File: src/rtl/rdl_pkg.sv
package rdl_pkg;

    // Per-step control derived from the input handshake and the ring state
    typedef struct packed {
        logic accept;   // a sample is taken this cycle
        logic wrap;     // the token sits at the last position
    } step_t;

    function automatic int unsigned group_count(input int unsigned depth,
                                                input int unsigned gsize);
        return depth / gsize;
    endfunction

    // Ring position that precedes a given position
    function automatic int unsigned prev_pos(input int unsigned pos,
                                             input int unsigned depth);
        return (pos + depth - 1) % depth;
    endfunction

endpackage

File: src/rtl/rdl_ring.sv
module rdl_ring #(
    parameter int unsigned DEPTH  = 16,
    parameter int unsigned GSIZE  = 4,
    localparam int unsigned NGROUP = rdl_pkg::group_count(DEPTH, GSIZE)
) (
    input  logic              clk,
    input  logic              rst,
    input  logic              advance,
    output logic [DEPTH-1:0]  token,
    output logic [NGROUP-1:0] grp_sel
);
    localparam logic [DEPTH-1:0] TOKEN_INIT = DEPTH'(1);

    logic [DEPTH-1:0]  token_nx;
    logic [NGROUP-1:0] ring_en;

    assign token_nx = {token[DEPTH-2:0], token[DEPTH-1]};

    for (genvar g = 0; g < NGROUP; g++) begin : g_grp
        localparam int unsigned LO   = g * GSIZE;
        localparam int unsigned PREV = rdl_pkg::prev_pos(LO, DEPTH);

        logic holds;
        assign holds = |token[LO +: GSIZE];

        // enabled while holding the token, or one step before it arrives
        assign ring_en[g] = advance & (holds | token[PREV]);
        assign grp_sel[g] = advance & holds;

        always_ff @(posedge clk) begin
            if (rst)
                token[LO +: GSIZE] <= TOKEN_INIT[LO +: GSIZE];
            else if (ring_en[g])
                token[LO +: GSIZE] <= token_nx[LO +: GSIZE];
        end
    end

    // token stays one-hot
    a_r6_token_onehot: assert property (@(posedge clk) disable iff (rst)
        $onehot(token));

    // idle steps leave the token where it is
    a_r4_token_hold: assert property (@(posedge clk) disable iff (rst)
        !advance |=> $stable(token));

    // idle steps select no group
    a_r4_idle_no_sel: assert property (@(posedge clk) disable iff (rst)
        !advance |-> (grp_sel == '0));

    // an accepted step selects exactly one group
    a_r5_sel_onehot: assert property (@(posedge clk) disable iff (rst)
        advance |-> $onehot(grp_sel));

    // the token always moves to the next position on an accepted step
    a_r7_token_moves: assert property (@(posedge clk) disable iff (rst)
        advance |=> (token == {$past(token[DEPTH-2:0]), $past(token[DEPTH-1])}));

endmodule

File: src/rtl/rdl_bank.sv
module rdl_bank #(
    parameter int unsigned WIDTH = 8,
    parameter int unsigned GSIZE = 4
) (
    input  logic             clk,
    input  logic             rst,
    input  logic             sel,
    input  logic [GSIZE-1:0] wsel,
    input  logic [WIDTH-1:0] wdata,
    output logic [WIDTH-1:0] rdata
);
    logic [GSIZE-1:0][WIDTH-1:0] words;
    logic [WIDTH-1:0]            local_wdata;
    logic [WIDTH-1:0]            local_rd;

    // only a selected bank sees the write data
    assign local_wdata = sel ? wdata : '0;

    for (genvar w = 0; w < GSIZE; w++) begin : g_word
        always_ff @(posedge clk) begin
            if (sel && wsel[w])
                words[w] <= local_wdata;
        end
    end

    always_comb begin
        local_rd = '0;
        for (int w = 0; w < GSIZE; w++)
            if (wsel[w])
                local_rd = local_rd | words[w];
    end

    // only a selected bank drives the read path
    assign rdata = sel ? local_rd : '0;

    // an unselected bank keeps its contents
    a_r4_bank_hold: assert property (@(posedge clk) disable iff (rst)
        !sel |=> $stable(words));

    // an unselected bank drives nothing
    a_r5_bank_quiet: assert property (@(posedge clk) disable iff (rst)
        !sel |-> (rdata == '0));

endmodule

File: src/rtl/ring_delay_line.sv
module ring_delay_line #(
    parameter int unsigned WIDTH  = 8,
    parameter int unsigned DEPTH  = 16,
    parameter int unsigned GSIZE  = 4,
    localparam int unsigned NGROUP = rdl_pkg::group_count(DEPTH, GSIZE)
) (
    input  logic              clk,
    input  logic              rst,
    input  logic              in_valid,
    input  logic [WIDTH-1:0]  in_data,
    output logic              out_valid,
    output logic [WIDTH-1:0]  out_data,
    output logic [NGROUP-1:0] grp_sel,
    output logic              err
);
    rdl_pkg::step_t   step;
    logic [DEPTH-1:0] token;
    logic             filled;
    logic [WIDTH-1:0] bank_rd [NGROUP];
    logic [WIDTH-1:0] rd_word;

    rdl_ring #(.DEPTH(DEPTH), .GSIZE(GSIZE)) u_ring (
        .clk     (clk),
        .rst     (rst),
        .advance (in_valid),
        .token   (token),
        .grp_sel (grp_sel)
    );

    for (genvar g = 0; g < NGROUP; g++) begin : g_bank
        rdl_bank #(.WIDTH(WIDTH), .GSIZE(GSIZE)) u_bank (
            .clk   (clk),
            .rst   (rst),
            .sel   (grp_sel[g]),
            .wsel  (token[g*GSIZE +: GSIZE]),
            .wdata (in_data),
            .rdata (bank_rd[g])
        );
    end

    always_comb begin
        rd_word = '0;
        for (int g = 0; g < NGROUP; g++)
            rd_word = rd_word | bank_rd[g];
    end

    assign step.accept = in_valid;
    assign step.wrap   = token[DEPTH-1];

    always_ff @(posedge clk) begin
        if (rst) begin
            filled    <= 1'b0;
            out_valid <= 1'b0;
            out_data  <= '0;
        end else begin
            if (step.accept && step.wrap)
                filled <= 1'b1;
            out_valid <= step.accept && filled;
            if (step.accept)
                out_data <= rd_word;
        end
    end

    assign err = ($countones(token) != 1);

    // a valid output always follows an accepted input
    a_r2_valid_after_accept: assert property (@(posedge clk) disable iff (rst)
        out_valid |-> $past(in_valid));

    // the error flag stays low on a sound ring
    a_r6_no_error: assert property (@(posedge clk) disable iff (rst)
        !err);

    // the fill state does not move on idle steps
    a_r4_fill_hold: assert property (@(posedge clk) disable iff (rst)
        !in_valid |=> $stable(filled));

endmodule

File: config.mk
export PLATFORM = sky130hd
export DESIGN_NAME = ring_delay_line
export DESIGN_NICKNAME = d
export VERILOG_FILES = /design/src/rtl/rdl_pkg.sv /design/src/rtl/rdl_ring.sv /design/src/rtl/rdl_bank.sv /design/src/rtl/ring_delay_line.sv
export SDC_FILE = /design/constraint.sdc
export NUM_CORES = 1
export LEC_CHECK = 0
export ABC_CLOCK_PERIOD_IN_PS = 8100
export BUFFER_PORTS_ARGS = -buffer_cell sky130_fd_sc_hd__buf_2
export CAP_MARGIN = 40
export CORE_MARGIN = 2
export CORE_UTILIZATION = 50
export CTS_BUF_LIST = sky130_fd_sc_hd__clkbuf_4 sky130_fd_sc_hd__clkbuf_8
export DETAILED_ROUTE_END_ITERATION = 10
export GPL_TIMING_DRIVEN = 0
export PLACE_DENSITY_LB_ADDON = 0.15
export SLEW_MARGIN = 25
export SYNTH_ARGS = -nofsm -noshare
export SYNTH_HDL_FRONTEND = slang
export SYNTH_SLANG_ARGS = --single-unit
export TNS_END_PERCENT = 1
File: constraint.sdc
create_clock -name clk -period 8.1 [get_ports clk]
set_clock_uncertainty 0.05 [all_clocks]
set_input_delay 0 -clock clk [delete_from_list [all_inputs] [get_ports clk]]
set_output_delay 0 -clock clk [all_outputs]
set_load 0.1 [all_outputs]
==> impl_metrics.py, run 1 <==
metrics = {
    "synth": {
        "synth_seq_cells": 154,
        "netlist_top_cells_area": "edfxtp_1 62%, dfxtp_1 8.4%, a22oi_1 5.1%",
        "synth-async-reset-ratio_pct": 0,
        "synth_top_area_share_pct": 61.8,
        "synth_cells": 437,
        "synth.distinct_cells": 29,
        "yosysMostFrequentCell": "edfxtp_1",
        "synth_top_cells_by_count": "128 x edfxtp_1, 42 x a22oi_1, 39 x and2_1",
        "ys.flop_type": "edfxtp_1",
        "synth_edf_count": 128,
        "post-synth-top-area-cell": "edfxtp_1",
        "ys_warn_count": 0,
        "avgSynthCellArea_um2": 14.2,
        "syn_nets": 464,
        "seq_area_frac_synth_pct": 70.2,
        "synth_area_um2": 6220,
    },
    "global_route": {
        "grt_pass1_vias": 3585,
        "grt_max_degree": 17,
        "grt.total_usage_pct": 23.3,
        "antenna_found_initial": 0,
        "grt_pass1_wl_um": 21500,
        "gr-total-overflow": 0,
    },
    "floorplanning": {
        "die-area_um2": 13400,
        "die_width_um": 116,
        "io_pins": 25,
        "fp-row-count": 40,
        "initial_core_util_pct": 51.6,
        "core_um2": 12100,
        "die_y_um": 116,
    },
    "pwr": {
        "pwr-share-comb_pct": 7.8,
        "powerDensity_nw_per_um2": 219,
        "p_int_mw": 1.19,
        "power_leakage_nw": 2.52,
        "ir_drop_mv": 0.125,
        "pwr-share-seq_pct": 55.8,
        "pwr-share-clk_pct": 36.3,
        "swShare_pct": 23.2,
        "p_switching_mw": 0.359,
        "finalPower_mw": 1.55,
    },
    "timing": {
        "finalSetupViolCount": 0,
        "rsz0062_at_grt": "no",
        "fmax_mhz": 208,
        "slew_viol_final": 0,
        "fin_crit_sh_pct": 59.5,
        "relSlewSlack_pct": 49.9,
        "setup_tns_ns": 0,
        "fin_crit_ns": 4.82,
        "tightest_slew_ns": 0.748,
        "report.final.hold_viol_count": 0,
    },
    "placement": {
        "postPlaceCellArea_um2": 6590,
        "portBuffers": 23,
        "dp_cells": 632,
        "place_congestion": 0.811,
        "dpl.hpwl_um": 9510,
    },
    "clock_tree": {
        "postCtsHoldBufs": 8,
        "clock_latency_ns": 0.45,
        "ctsHtreeMaxLevel": 4,
        "cts_setup_buffers": 0,
        "clock_path_buffers": 2,
        "cts.root.buffer_cell": "clkbuf_8",
        "clk_pin_slew_worst_paths_ns": 0.08,
        "cts_tree": "done",
        "ctsResizeCount": 0,
        "cts_num_sinks": 154,
        "numCtsBuffers": 17,
    },
    "drt": {
        "post_drt_wl_per_cell_um": 21.4,
        "first_pass_iters": 4,
        "vias": 3737,
        "viasPerCell": 5.54,
        "initialDrtViolationCount": 308,
        "drtAntennaViolNets": 0,
        "routed_wl_um": 14400,
        "drc": 0,
    },
    "run": {
        "maxCapViolations": 0,
    },
    "finish": {
        "fin_util_pct": 58.7,
        "final_cells": 674,
        "antennaDiodeCount": 0,
        "nNetsFinal": 521,
        "area_growth_pct": 13.7,
        "drive_gt1_share_pct": 17.6,
        "n_fill_cell": 966,
        "final_area_um2": 7080,
    },
    "critical_path": {
        "critPathCaptureType": "output port",
        "cpPeakStageDelay_ns": 0.55,
        "worstSetupStartpointType": "register",
        "path_buf_inv": 6,
        "criticalPathCategory": "register to output port",
        "path_max_fanout": 10,
        "critPathMostFrequentCell": "fa_1",
        "slowest_stage": "fa_1",
        "cp_top_family": "adder cells",
        "critical_path.cell_chain": "buf_2 > inv_1 > fa_1 > inv_1 > fa_1 > fa_1 > inv_1 > fa_1 > inv_1 > ha_1 > fa_1 > nor4b_1 > nand2_1 > buf_2",
        "worstPathArrival_ns": 4.77,
        "worst_ep_required_time_ns": 8.05,
    },
    "run_status": {
        "outcome": "complete, no violations",
    },
    "min_path": {
        "min_path_type": "primary input to register",
    },
}
## per-stage QoR
stage	setup slack [ns]	hold WS, ns
after detailed placement	3.77	0.372
after CTS	3.25	0.00799
final	3.28	0.0409
after global routing	3.10	0.00301
after global placement	3.78	0.371
after floorplan	3.85	0.203
## metal layers
layer | global-route usage [%] | part of all wire, % | vias up | wire length, µm
met5 | 0 | 0 | - | 0
li1 | - | - | 1752 | -
met4 | 11.3 | 3.0 | 0 | 435
met2 | 33.6 | 47 | 123 | 6750
met1 | 32.5 | 43 | 1839 | 6240
met3 | 6.96 | 7.0 | 23 | 1010
## worst reg2reg max path: cells and delay by family, from the launching register on
family,cells,cell delay (ns)
simple gates,3,0.99
buf+inv,3,0.70
flops,1,0.35
fa+ha+maj,1,0.15
## path summary, 6_finish.rpt
path,startpoint,end,slack [ns],cells past startpoint
min reg2reg,filled$_SDFFE_PP0P_,out_valid$_SDFF_PP0_,0.38,2
min,in_data[1],g_bank[0].u_bank.words[1]$_DFFE_PP_,0.04,2
max reg2reg,u_ring.token[1]$_SDFFE_PP0P_,g_bank[0].u_bank.words[23]$_DFFE_PP_,5.60,7
max,u_ring.token[5]$_SDFFE_PP0P_,err,3.28,14
## final cells by class
| cell class | count | area (µm²) | area share (%) |
|---|---|---|---|
| clock inverters | 9 | 96.3 | 1.36 |
| repair buffers | 38 | 248 | 3.50 |
| multi-input cells | 227 | 1620 | 22.8 |
| well taps | 168 | 210 | 2.97 |
| plain buffers | 31 | 156 | 2.21 |
| inverters | 25 | 93.8 | 1.33 |
| clock buffers | 22 | 290 | 4.10 |
| flip-flops and latches | 154 | 4360 | 61.7 |
## power groups by stage
stage	clock network, mW	registers, mW	logic, mW
global placement	0	0.883	0.118
detailed placement	0	0.883	0.119
floorplan	0	0.905	0.0614
global route	0.608	0.866	0.129
finish	0.563	0.865	0.122
CTS	0.573	0.865	0.122
## kinds of logic (layout without fill, tap and decap cells)
logic type,after synthesis,in the layout,share of synthesized area [%]
flip-flops,154,154,70.2
AND/OR/NAND/NOR,108,108,8.65
AO/OA/AOI/OAI,101,101,12.4
buffers and inverters,56,125,4.02
adder cells (fa/ha/maj),16,16,4.42
multiplexers,2,2,0.322
## flip-flops by register name, indices dropped and copies added (netlist names)
name / count
filled: 1
g_bank.u_bank.words: 128
out_data: 8
out_valid: 1
u_ring.token: 16
## cell usage in the layout, fill, tap and decap left out, types with 6 or more instances in the layout
master | Yosys | routed
edfxtp_1 | 128 | 128
a22oi_1 | 42 | 42
and2_1 | 39 | 39
nor2_1 | 37 | 37
buf_2 | 11 | 34
a21oi_1 | 30 | 30
dfxtp_1 | 26 | 26
inv_1 | 24 | 24
clkbuf_8 | 0 | 20
nand2_1 | 15 | 15
buf_4 | 7 | 13
clkbuf_1 | 12 | 12
fa_1 | 10 | 10
a222oi_1 | 8 | 8
dlygate4sd3_1 | 0 | 8
nand3_1 | 6 | 6
a22o_1 | 6 | 6
ha_1 | 6 | 6
No activity file was read; power rests on OpenSTA's default activity.
==> run 2, diff against run 1 <==
--- a/config.mk
+++ b/config.mk
@@ -5,7 +5,8 @@
 export SDC_FILE = /design/constraint.sdc
 export NUM_CORES = 1
 export LEC_CHECK = 0
-export ABC_CLOCK_PERIOD_IN_PS = 8100
+export ABC_AREA = 1
+export ABC_CLOCK_PERIOD_IN_PS = 4070
 export BUFFER_PORTS_ARGS = -buffer_cell sky130_fd_sc_hd__buf_2
 export CAP_MARGIN = 40
 export CORE_MARGIN = 2
==> constraint.sdc (replaced) <==
create_clock -name clk -period 4.07 [get_ports clk]
set_clock_uncertainty 0.05 [all_clocks]
set_input_delay 0 -clock clk [delete_from_list [all_inputs] [get_ports clk]]
set_output_delay 0 -clock clk [all_outputs]
set_load 0.1 [all_outputs]
==> impl_metrics.py, run 2 <==
metrics = {
    "synth": {
        "avgSynthCellArea_um2": 10.7,
        "netlist_top_cells_area": "edfxtp_1 59%, nand2_1 11%, dfxtp_1 8.0%",
        "ys_warn_count": 0,
        "yosysMostFrequentCell": "nand2_1",
        "synth-async-reset-ratio_pct": 0,
        "synth_edf_count": 128,
        "synth_cells": 610,
        "synth_top_cells_by_count": "198 x nand2_1, 128 x edfxtp_1, 80 x nor2_1",
        "seq_area_frac_synth_pct": 67.1,
        "synth.distinct_cells": 24,
        "syn_nets": 637,
        "synth_area_um2": 6500,
        "ys.flop_type": "edfxtp_1",
        "synth_seq_cells": 154,
        "post-synth-top-area-cell": "edfxtp_1",
        "synth_top_area_share_pct": 59.1,
    },
    "timing": {
        "fmax_mhz": 235,
        "fin_crit_sh_pct": 104,
        "rsz0062_at_grt": "yes",
        "slew_viol_final": 0,
        "relSlewSlack_pct": 47.4,
        "tightest_slew_ns": 0.786,
        "fin_crit_ns": 4.25,
        "finalSetupViolCount": 1,
        "setup_ws_ns": -0.177,
        "report.final.hold_viol_count": 0,
    },
    "placement": {
        "portBuffers": 23,
        "place_ws_ns": -0.116,
        "place_congestion": 0.925,
        "dpl.hpwl_um": 9790,
    },
    "clock_tree": {
        "clock_path_buffers": 2,
        "numCtsBuffers": 17,
        "cts_tree": "done",
        "clock_latency_ns": 0.45,
        "cts.root.buffer_cell": "clkbuf_8",
        "clk_pin_slew_worst_paths_ns": 0.08,
        "ctsHtreeMaxLevel": 4,
        "cts_num_sinks": 154,
    },
    "min_path": {
        "hold_end": "u_ring.token[14]$_SDFFE_PP0P_",
        "hold_path_startpoint": "in_valid",
        "min_path_type": "primary input to register",
        "hold_depth": 4,
    },
    "drt": {
        "initialDrtViolationCount": 355,
        "routed_wl_um": 14900,
        "first_pass_iters": 5,
        "vias": 4340,
        "drc": 0,
        "viasPerCell": 5.11,
        "post_drt_wl_per_cell_um": 17.5,
        "drtAntennaViolNets": 0,
    },
    "finish": {
        "drive_gt1_share_pct": 15.2,
        "largest_register": "g_bank.u_bank.words",
        "n_fill_cell": 1094,
        "nNetsFinal": 692,
        "top_regs": "g_bank.u_bank.words: 128 flops, u_ring.token: 16 flops, out_data: 8 flops",
        "area_growth_pct": 14.8,
        "seq_area_um2": 4370,
        "antennaDiodeCount": 0,
        "largest_reg_flops": 128,
        "multi_input_area_um2": 1760,
        "layout_common_cells": "198 x nand2_1, 128 x edfxtp_1, 80 x nor2_1, 52 x inv_1, 28 x buf_2",
        "final_common_cell": "nand2_1",
    },
    "critical_path": {
        "worstSetupStartpointType": "register",
        "critPathCaptureType": "output port",
        "worstPathArrival_ns": 4.20,
        "rr_startpoint": "u_ring.token[1]$_SDFFE_PP0P_",
        "r2r_end": "g_bank[0].u_bank.words[12]$_DFFE_PP_",
        "r2r_cells": 7,
        "worst_ep_required_time_ns": 4.02,
        "path_max_fanout": 3,
        "criticalPathCategory": "register to output port",
        "r2r_slack_ns": 1.24,
    },
    "global_route": {
        "grt_pass1_vias": 4085,
        "antenna_found_initial": 0,
        "top_usage_layer": "met2",
        "use_met2_pct": 32.5,
        "gr-total-overflow": 0,
        "grt_max_degree": 17,
        "use_met3_pct": 4.70,
        "met1_usage_pct": 32.3,
        "grt.total_usage_pct": 22.3,
        "grt_pass1_wl_um": 22500,
    },
    "floorplanning": {
        "core_um2": 12700,
        "initial_core_util_pct": 51.3,
        "die-area_um2": 13900,
        "die_width_um": 118,
        "die_y_um": 118,
        "fp-row-count": 41,
        "io_pins": 25,
    },
    "run_status": {
        "outcome": "finished, violations left",
        "violations": "negative setup slack",
    },
    "pwr": {
        "finalPower_mw": 4.79,
        "power_leakage_nw": 3.03,
        "powerDensity_nw_per_um2": 641,
        "ir_drop_mv": 0.430,
    },
    "run": {
        "maxCapViolations": 0,
    },
}
-- run 2: cell type report --
| type | count | share of cell area, % |
|---|---|---|
| Sequential cell | 154 | 58.6 |
| Multi-Input combinational cell | 371 | 23.6 |
| Clock buffer | 25 | 4.27 |
| Timing Repair Buffer | 36 | 2.97 |
| Inverter | 57 | 2.93 |
| Tap cell | 172 | 2.88 |
| Buffer | 28 | 2.67 |
| Clock inverter | 7 | 2.15 |
-- run 2: kinds of logic after synthesis --
family,count (synthesis),share of synthesized area [%]
buffers and inverters,85,5.95
and+or+nand+nor,307,18.6
adders and majority gates,16,4.23
DFF,154,67.1
AOI/OAI and AO/OA,48,4.08
-- run 2: repair_timing --
item	CTS	global route
pin swaps	3	0
hold buffers	1	0
endpoints found under the setup margin	1	1
hold endpoints to repair	9	0
cloned	0	0
setup buffers	4	0
resized for setup	8	5
-- run 2: how the worst max path moves through the flow --
stage                                       from   to  slack, ns  cells after the start
floorplan           u_ring.token[5]$_SDFFE_PP0P_  err      -0.35                     13
global placement    u_ring.token[9]$_SDFFE_PP0P_  err      -0.07                     14
CTS                 u_ring.token[5]$_SDFFE_PP0P_  err      -0.19                     14
finish              u_ring.token[5]$_SDFFE_PP0P_  err      -0.18                     14
global route        u_ring.token[7]$_SDFFE_PP0P_  err      -0.41                     14
detailed placement  u_ring.token[9]$_SDFFE_PP0P_  err      -0.12                     14
-- run 2: critical path: stages, from the launching register on --
cell and delay [ns]:
dfxtp_2 0.36, buf_8 0.11, inv_4 0.03, fa_1 0.54
inv_2 0.04, fa_1 0.45, fa_1 0.49, inv_1 0.05
fa_1 0.47, inv_1 0.05, ha_2 0.18, fa_1 0.45
nor4_2 0.15, o211ai_1 0.17, buf_6 0.22
-- run 2: per-stage QoR --
step | hold slack (ns) | utilization [%] | cells | area [µm²] | TNS (ns)
finish | 0.0324 | 58.9 | 850 | 7460 | -0.177
global route | 0.0430 | 58.9 | 850 | 7460 | -0.413
CTS | 0.00214 | 58.4 | 843 | 7400 | -0.195
detailed placement | 0.276 | 54.2 | 806 | 6860 | -0.116
global placement | 0.269 | 54.1 | 805 | 6850 | -0.0658
floorplan | 0.169 | - | 610 | 6520 | -0.349
-- run 2: power by group --
group / internal [mW] / switching, mW
logic: 0.436 / 1.11
registers: 1.85 / 0.0407
clock network: 0.822 / 0.530
-- run 2: metal layers --
metal	vias up	wire (µm)
li1	2095	-
met1	2059	6820
met2	157	6600
met3	29	986
met4	0	458
met5	-	0
